### src/rtl/mgmt_tag_pkg.sv
package mgmt_tag_pkg;
  localparam int MASK_W = 7;
  localparam logic [1:0] HDR_VERSION = 2'b10;

  typedef enum logic [1:0] {
    ST_ADDR   = 2'd0,
    ST_HDR_HI = 2'd1,
    ST_HDR_LO = 2'd2,
    ST_BODY   = 2'd3
  } splice_state_t;
endpackage

### src/rtl/mgmt_tag_hdr_gen.sv
module mgmt_tag_hdr_gen
  import mgmt_tag_pkg::*;
#(
  parameter int PORT_W    = 3,
  parameter int NUM_PORTS = 7
) (
  input  logic [PORT_W-1:0] port,
  output logic [15:0]       hdr,
  output logic              bad_port
);
  logic [MASK_W-1:0] mask;

  for (genvar k = 0; k < MASK_W; k++) begin : g_mask
    if (k < NUM_PORTS) begin : g_live
      assign mask[k] = (port == PORT_W'(k));
    end else begin : g_dead
      assign mask[k] = 1'b0;
    end
  end

  assign bad_port = (int'(port) >= NUM_PORTS);
  // version | priority 0 | control 0 | from-cpu | one-hot mask
  assign hdr = {HDR_VERSION, 3'b000, 3'b000, 1'b1, mask};
endmodule

### src/rtl/mgmt_tag_sat_cnt.sv
module mgmt_tag_sat_cnt #(
  parameter int W = 16
) (
  input  logic         clk,
  input  logic         rst,
  input  logic         inc,
  output logic [W-1:0] count
);
  always_ff @(posedge clk) begin
    if (rst) begin
      count <= '0;
    end else if (inc && (count != {W{1'b1}})) begin
      count <= count + W'(1);
    end
  end
endmodule

### src/rtl/mgmt_tag_splice.sv
module mgmt_tag_splice
  import mgmt_tag_pkg::*;
#(
  parameter int HDR_OFFSET = 12
) (
  input  logic        clk,
  input  logic        rst,
  input  logic [7:0]  s_tdata,
  input  logic        s_tvalid,
  output logic        s_tready,
  input  logic        s_tlast,
  input  logic [15:0] hdr_in,
  input  logic        err_in,
  output logic [7:0]  m_tdata,
  output logic        m_tvalid,
  input  logic        m_tready,
  output logic        m_tlast,
  output logic        m_terr,
  output logic        acc_beat,
  output logic        acc_last
);
  localparam int CNT_W = $clog2(HDR_OFFSET + 1);
  localparam logic [CNT_W-1:0] LAST_ADDR = CNT_W'(HDR_OFFSET - 1);

  splice_state_t    state_q;
  logic [CNT_W-1:0] cnt_q;
  logic [15:0]      hdr_q;
  logic             err_q;
  logic [7:0]       dat_q;
  logic             vld_q, lst_q, erf_q;

  logic load, data_phase, accept, first_byte, beat_err;

  assign load       = !vld_q || m_tready;
  assign data_phase = (state_q == ST_ADDR) || (state_q == ST_BODY);
  assign s_tready   = load && data_phase;
  assign accept     = s_tvalid && s_tready;
  assign first_byte = (state_q == ST_ADDR) && (cnt_q == '0);
  assign beat_err   = first_byte ? err_in : err_q;

  always_ff @(posedge clk) begin
    if (rst) begin
      state_q <= ST_ADDR;
      cnt_q   <= '0;
      hdr_q   <= '0;
      err_q   <= 1'b0;
      dat_q   <= '0;
      vld_q   <= 1'b0;
      lst_q   <= 1'b0;
      erf_q   <= 1'b0;
    end else if (load) begin
      case (state_q)
        ST_ADDR: begin
          vld_q <= accept;
          if (accept) begin
            dat_q <= s_tdata;
            lst_q <= s_tlast;
            erf_q <= beat_err;
            if (first_byte) begin
              hdr_q <= hdr_in;
              err_q <= err_in;
            end
            if (s_tlast) begin
              cnt_q <= '0;
            end else if (cnt_q == LAST_ADDR) begin
              cnt_q   <= '0;
              state_q <= ST_HDR_HI;
            end else begin
              cnt_q <= cnt_q + CNT_W'(1);
            end
          end
        end
        ST_HDR_HI: begin
          vld_q   <= 1'b1;
          dat_q   <= hdr_q[15:8];
          lst_q   <= 1'b0;
          erf_q   <= err_q;
          state_q <= ST_HDR_LO;
        end
        ST_HDR_LO: begin
          vld_q   <= 1'b1;
          dat_q   <= hdr_q[7:0];
          lst_q   <= 1'b0;
          erf_q   <= err_q;
          state_q <= ST_BODY;
        end
        default: begin
          vld_q <= accept;
          if (accept) begin
            dat_q <= s_tdata;
            lst_q <= s_tlast;
            erf_q <= err_q;
            if (s_tlast) state_q <= ST_ADDR;
          end
        end
      endcase
    end
  end

  assign m_tdata  = dat_q;
  assign m_tvalid = vld_q;
  assign m_tlast  = lst_q;
  assign m_terr   = erf_q;
  assign acc_beat = accept;
  assign acc_last = accept && s_tlast;
endmodule

### src/rtl/mgmt_tag_inserter.sv
module mgmt_tag_inserter #(
  parameter int PORT_W      = 3,
  parameter int NUM_PORTS   = 7,
  parameter int HDR_OFFSET  = 12,
  parameter int FRAME_CNT_W = 16,
  parameter int BYTE_CNT_W  = 32
) (
  input  logic                   clk,
  input  logic                   rst,
  input  logic [7:0]             s_tdata,
  input  logic                   s_tvalid,
  output logic                   s_tready,
  input  logic                   s_tlast,
  input  logic [PORT_W-1:0]      s_dest_port,
  output logic [7:0]             m_tdata,
  output logic                   m_tvalid,
  input  logic                   m_tready,
  output logic                   m_tlast,
  output logic                   m_terr,
  output logic [FRAME_CNT_W-1:0] frame_count,
  output logic [BYTE_CNT_W-1:0]  byte_count
);
  logic [15:0] hdr;
  logic        bad_port;
  logic        acc_beat, acc_last;

  mgmt_tag_hdr_gen #(.PORT_W(PORT_W), .NUM_PORTS(NUM_PORTS)) u_hdr (
    .port     (s_dest_port),
    .hdr      (hdr),
    .bad_port (bad_port)
  );

  mgmt_tag_splice #(.HDR_OFFSET(HDR_OFFSET)) u_splice (
    .clk      (clk),
    .rst      (rst),
    .s_tdata  (s_tdata),
    .s_tvalid (s_tvalid),
    .s_tready (s_tready),
    .s_tlast  (s_tlast),
    .hdr_in   (hdr),
    .err_in   (bad_port),
    .m_tdata  (m_tdata),
    .m_tvalid (m_tvalid),
    .m_tready (m_tready),
    .m_tlast  (m_tlast),
    .m_terr   (m_terr),
    .acc_beat (acc_beat),
    .acc_last (acc_last)
  );

  mgmt_tag_sat_cnt #(.W(FRAME_CNT_W)) u_frames (
    .clk (clk), .rst (rst), .inc (acc_last), .count (frame_count)
  );

  mgmt_tag_sat_cnt #(.W(BYTE_CNT_W)) u_bytes (
    .clk (clk), .rst (rst), .inc (acc_beat), .count (byte_count)
  );
endmodule

### config.mk
export PLATFORM = sky130hd
export DESIGN_NAME = mgmt_tag_inserter
export DESIGN_NICKNAME = d
export VERILOG_FILES = /design/src/rtl/mgmt_tag_pkg.sv /design/src/rtl/mgmt_tag_hdr_gen.sv /design/src/rtl/mgmt_tag_sat_cnt.sv /design/src/rtl/mgmt_tag_splice.sv /design/src/rtl/mgmt_tag_inserter.sv
export SDC_FILE = /design/constraint.sdc
export NUM_CORES = 1
export LEC_CHECK = 0
export BUFFER_PORTS_ARGS = -buffer_cell sky130_fd_sc_hd__buf_4
export CAP_MARGIN = 20
export CORE_MARGIN = 2
export CORE_UTILIZATION = 40
export CTS_BUF_LIST = sky130_fd_sc_hd__clkbuf_8
export CTS_CLUSTER_DIAMETER = 40
export CTS_CLUSTER_SIZE = 12
export DETAILED_ROUTE_END_ITERATION = 16
export SYNTH_ARGS = -nofsm -noshare
export SYNTH_HDL_FRONTEND = slang
export SYNTH_SLANG_ARGS = --single-unit
### constraint.sdc
create_clock -name clk -period 4.75 [get_ports clk]
set_input_delay 0.475 -clock clk [delete_from_list [all_inputs] [get_ports clk]]
set_output_delay 0.475 -clock clk [all_outputs]
set_load 0.03 [all_outputs]
After elaboration in Yosys (flattened, before gate mapping)
Cells that the tools add are included.

storage, ports and cells
  word-level logic and storage cells = 68
  output and inout port bits = 60
  bits of input ports = 16
  flip-flop bits (word level) = 74

operators by class
  reduce and logical (&&, ||, !) cells = 22
  mux-type cells = 17
  equality and inequality tests = 15
  order comparisons = 1
  $add $sub $neg = 3

operators by type and width
  kind                                                 count
  adder 32 x 1 -> 32 bit, second input constant        1
  inequality test 32 bit, second input constant        1
  adder 16 x 1 -> 16 bit, second input constant        1
  inequality test 16 bit, second input constant        1
  one-hot mux 8 bit (2 select lines)                   1
  2-to-1 mux 2 bit                                     5
  equality test 3 bit, second input constant           3
  2-to-1 mux 4 bit                                     2
  2-to-1 mux 8 bit                                     1
  equality test 3 x 2 -> 1 bit, second input constant  2
  logical AND 1 bit                                    6
  2-to-1 mux 1 bit                                     6
  one-hot mux 2 bit (3 select lines)                   1
  AND reduction 3 bit                                  2
  AND reduction 6 bit                                  1
  adder 4 x 1 -> 4 bit, second input constant          1
  equality test 2 bit, second input constant           2
  equality test 4 bit, second input constant           1
  logical NOT 4 bit                                    1
  inequality test 2 bit, second input constant         2
  AND reduction 2 bit                                  2
  AND reduction 4 bit                                  1
  nonzero test 4 bit                                   1
  equality test 3 x 1 -> 1 bit, second input constant  1
  11 further kinds                                     12

Logic depth before layout (Yosys ltp)
  word-level depth = 6
  mapped depth = 9
  gate-level depth less buffers = 7

By module
From an unflattened synthesis, not the netlist that was laid out.

unflattened totals
  cell total of the unflattened synthesis = 498
  area total of the unflattened synthesis = 4,304.1 sq um

modules (own cells, without submodules)
  module                       sequential area each (sq um)  area each (sq um)  cells each  instances
  mgmt_tag_sat_cnt (u_bytes)   640.6                         1,674.1            199         1
  mgmt_tag_splice              680.7                         1,641.6            181         1
  mgmt_tag_sat_cnt (u_frames)  320.3                         848.3              99          1
  mgmt_tag_hdr_gen             0.0                           140.1              19          1

Worst setup path before layout
No wires, ideal clock.

  path kind = flip-flop to flip-flop
  start = register u_bytes.count[1]
  end = register u_bytes.count[25]
  setup slack = 2.375 ns
  stages on the path, launching flop included = 7
  data required time = 4.629 ns
  path buffers = 0
  clock period less this slack = 2.375 ns
  data arrival time = 2.255 ns
  setup time = 0.121 ns
  path through = dfxtp_1 ha_1 nand4_1 nor4_1 a2111oi_0 nand3_1 mux2_2

on the way
  word-level cells in the longest chain between the ends = 2
  elaborated cells on any way between the ends = 3
  those cells by class = add/sub: 1; eq/ne: 1; reduce/logical: 1

RTL lines
  element                                                                         RTL line                text
  start: declaration                                                              mgmt_tag_sat_cnt.sv:7   output logic [W-1:0] count
  start signal: assignment                                                        mgmt_tag_sat_cnt.sv:13  count <= count + W'(1);
  parallel branches: the longest is 2 deep, another holds adder 32 x 1 -> 32 bit  n/a

Several ways; the timed one is not identified.
A chain may end at the register's enable or synchronous reset.

Worst setup path in the final report
  start = register u_splice.state_q[0]
  end = register u_bytes.count[28]

on the way
  word-level cells in the longest chain between the ends = 5
  elaborated cells on any way between the ends = 6
  those cells by class = eq/ne: 1; reduce/logical: 5

RTL lines
  element                                                   RTL line                text
  start: declaration                                        mgmt_tag_splice.sv:25   splice_state_t state_q;
  start signal: assignment                                  mgmt_tag_splice.sv:43   state_q <= ST_ADDR;
  start signal: assignment                                  mgmt_tag_splice.sv:67   state_q <= ST_HDR_HI;
  start signal: assignment                                  mgmt_tag_splice.sv:78   state_q <= ST_HDR_LO;
  equality test 2 bit or logical NOT 2 bit (tied branches)  mgmt_tag_splice.sv:35   assign data_phase = (state_q == ST_ADDR) || (state_q == ST_BODY);
  logical OR 1 bit *                                        mgmt_tag_splice.sv:35
  logical AND 1 bit *                                       mgmt_tag_splice.sv:36   assign s_tready = load && data_phase;
  logical AND 1 bit *                                       mgmt_tag_splice.sv:37   assign accept = s_tvalid && s_tready;
  logical AND 1 bit *                                       mgmt_tag_sat_cnt.sv:12  end else if (inc && (count != {W{1'b1}})) begin

Mark *: on every way between the ends. The rest lies on a longest branch, timed or not.

==> impl_metrics.yaml <==
run_status:
  outcome: "complete, no violations"
power_and_ir_drop:
  fin_total_pwr_mw: 1.30
  pwr-share-comb_pct: 7.8
  p_per_area_nw_per_um2: 285
  internal-power_mw: 0.976
  p_leak_nw: 1.71
  ir_drop_v: 0.000163
  power.net_switching_mw: 0.322
  seq_power_share_pct: 49.5
  clkPwrFrac_pct: 42.7
  p_sw_share_pct: 24.8
placement:
  hpwlAfterDp_mm: 6.48
  place_congestion: 0.833
  numPortBuffers: 75
  dp_slack_ns: 1.85
  dpl_cell_area_um2: 4330
  dpl.cell_count: 622
global_route:
  antenna_found_initial: 0
  grt_pass1_vias: 3269
  gr-total-overflow: 0
  grt_max_degree: 78
  grt_usage_pct: 18.6
  grt_pass1_wl_mm: 15.0
finish:
  fin_util_pct: 50.0
  area_growth_pct: 23.2
  antenna_cells: 0
  stdcell_area_um2: 4560
  drive_above_1_share_pct: 20.1
  finalNonFillerCells: 639
  final_nets: 546
setup_path:
  slowest_delay_ns: 0.57
  r2r_cells: 7
  critical-path-top-delay-family: "simple AND/OR/NAND/NOR gates"
  crit_fanout: 24
  critical_path_class: "flop to flop"
  critPathArrivalTime_ns: 3.20
  crit_buf_inv: 1
  startpoint_type: "flop"
  crit_chain: "inv_1 -> ha_1 -> nor2b_1 -> nand4_2 -> or4b_4 -> o31a_1 -> o21a_1"
  required_ns: 4.99
  ff2ff_setup_slack_ns: 1.80
  cp_num_cells: 7
  critPathSlowestCell: "or4b_4"
  cp-end-kind: "flop"
yosys:
  ys_types: 51
  synth_area_per_cell_um2: 8.15
  synth_edf_count: 0
  ys_async_sr_fraction_pct: 0
  ys_ff_latch: 74
  synth.net_count: 477
  yosys_warnings: 0
  yosys.area.top_type: "dfxtp_1"
  synth_seq_area_share_pct: 40.0
  synthFlopType: "dfxtp_1"
  synth_most_common_cell: "dfxtp_1"
  synth_area_um2: 3700
  syn-instance-count: 454
  yosys-top-cells-count: "dfxtp_1, nor2_1, a21oi_1"
  yosysTopAreaCellShare_pct: 40.0
  synth_area_leaders: "dfxtp_1, nor2_1, a21oi_1"
die:
  dieArea_um2: 10000
  core_um2: 9110
  fp.dieH_um: 100
  chipWidth_um: 100
  pin_count: 76
  start_util_pct: 40.6
  row_count: 35
detailed_routing:
  ant_nets: 0
  first_pass_iters: 4
  vias_per_cell: 5.52
  vias: 3526
  drt_iter0_drc: 154
  wl_per_cell_um: 14.6
  drc: 0
  drt_wl_total_mm: 9.30
clock_tree:
  htree_num_levels: 3
  clockRootBuffer: "clkbuf_8"
  clk_pin_slew_worst_paths_ns: 0.08
  cts_sinks: 74
  clkLatencyLatePin_ns: 0.35
  cts_buffer_depth: 2
  post_cts_buffers: 0
  ctsHoldBuffers: 0
  cts_tree: "built"
  cts-resized-gates: 0
  cts_buffers: 9
timing:
  postLayoutSetupSlackWorst_ns: 1.80
  slew_violations: 0
  setup_violations: 0
  fin_crit_ns: 2.95
  fin_setup_tns_ns: 0
  relSlewSlack_pct: 32.9
  fin_skew_ns: 0.0111
  max_slew.worst_pin.slew_ns: 0.997
  holdWs_ns: 0.374
  fmax_mhz: 338
  rsz0062_at_grt: "false"
  period_share_pct: 62.2
  finalHoldViolCount: 0
job:
  cap_violations: 0
hold_path:
  hp-class: "primary input to flop"
  min_path_cells: 3
## tightest hold or removal path: stages
cell and delay (ns):
buf_4 0.10, nor3_1 0.05, nor2_1 0.07
## worst paths after layout
| check | start | to |
|---|---|---|
| worst min register to register | u_splice.hdr_q[7] | u_splice.hdr_q[7] |
| worst min-delay path | s_tvalid | u_splice.m_tvalid |
| worst max-delay path | u_splice.state_q[0] | u_bytes.count[28] |
| worst max register to register | u_splice.state_q[0] | u_bytes.count[28] |
## placed cells by master (no fill, tap or decap), types with 5 or more instances in the layout
| cell type | Yosys | final |
|---|---|---|
| nor4b_1 | 5 | 5 |
| or4_1 | 5 | 5 |
| nor2_1 | 62 | 62 |
| nand3_1 | 31 | 31 |
| xor2_1 | 5 | 5 |
| nor4_1 | 11 | 11 |
| ha_1 | 7 | 7 |
| dfxtp_1 | 74 | 74 |
| nand3b_1 | 5 | 5 |
| nand4_1 | 15 | 15 |
| nor2b_1 | 5 | 5 |
| o21ai_0 | 20 | 20 |
| nor3_1 | 10 | 10 |
| nand2_1 | 28 | 28 |
| and3_1 | 10 | 10 |
| clkbuf_8 | 0 | 10 |
| a21oi_1 | 38 | 38 |
| buf_4 | 0 | 77 |
| xnor2_1 | 14 | 14 |
| nand2b_1 | 11 | 11 |
| or3_1 | 14 | 14 |
| a311oi_1 | 10 | 10 |
| inv_1 | 12 | 13 |
## registers in the layout (all words and copies together) (netlist names)
signal and flops:
u_splice.m_tdata 8, u_splice.m_tvalid 1, u_frames.count 16, u_splice.m_terr 1, u_splice.hdr_q 8, u_splice.cnt_q 4, u_splice.err_q 1, u_splice.state_q 2
u_bytes.count 32, u_splice.m_tlast 1
## cells by family after synthesis
logic type	Yosys count	share of synthesized area, %
multiplexers	6	1.72
buffers and inverters	31	3.35
AO/OA/AOI/OAI	87	14.4
flip-flops	74	40.0
XOR/XNOR	19	4.50
AND/OR/NAND/NOR	230	33.6
adder cells (fa/ha/maj)	7	2.37
## area by class of cell
class,count,area (um2)
Tap cell,111,139
Timing Repair Buffer,77,578
Inverter,12,45.0
Clock inverter,6,81.3
Sequential cell,74,1480
Multi-Input combinational cell,349,2090
Clock buffer,10,138
Fill cell,911,4550
## layer usage
layer  share of wire [%]  vias to the layer above  track usage (%)  wire length (um)
met5                   0                        -                0                 0
met4                 1.6                        0             9.06               146
met3                 3.5                       12             3.34               325
met2                  46                       65             29.6              4280
met1                  49                     1644             24.2              4540
li1                    -                     1805                -                 -
## power by group through the flow
| stage | registers (mW) | logic (mW) | clock network (mW) |
|---|---|---|---|
| CTS | 0.642 | 0.102 | 0.563 |
| floorplan | 0.673 | 0.0458 | 0 |
| global placement | 0.657 | 0.100 | 0 |
| detailed placement | 0.657 | 0.102 | 0 |
| finish | 0.642 | 0.102 | 0.554 |
| global route | 0.644 | 0.112 | 0.591 |
No activity file was read; power rests on OpenSTA's default activity.
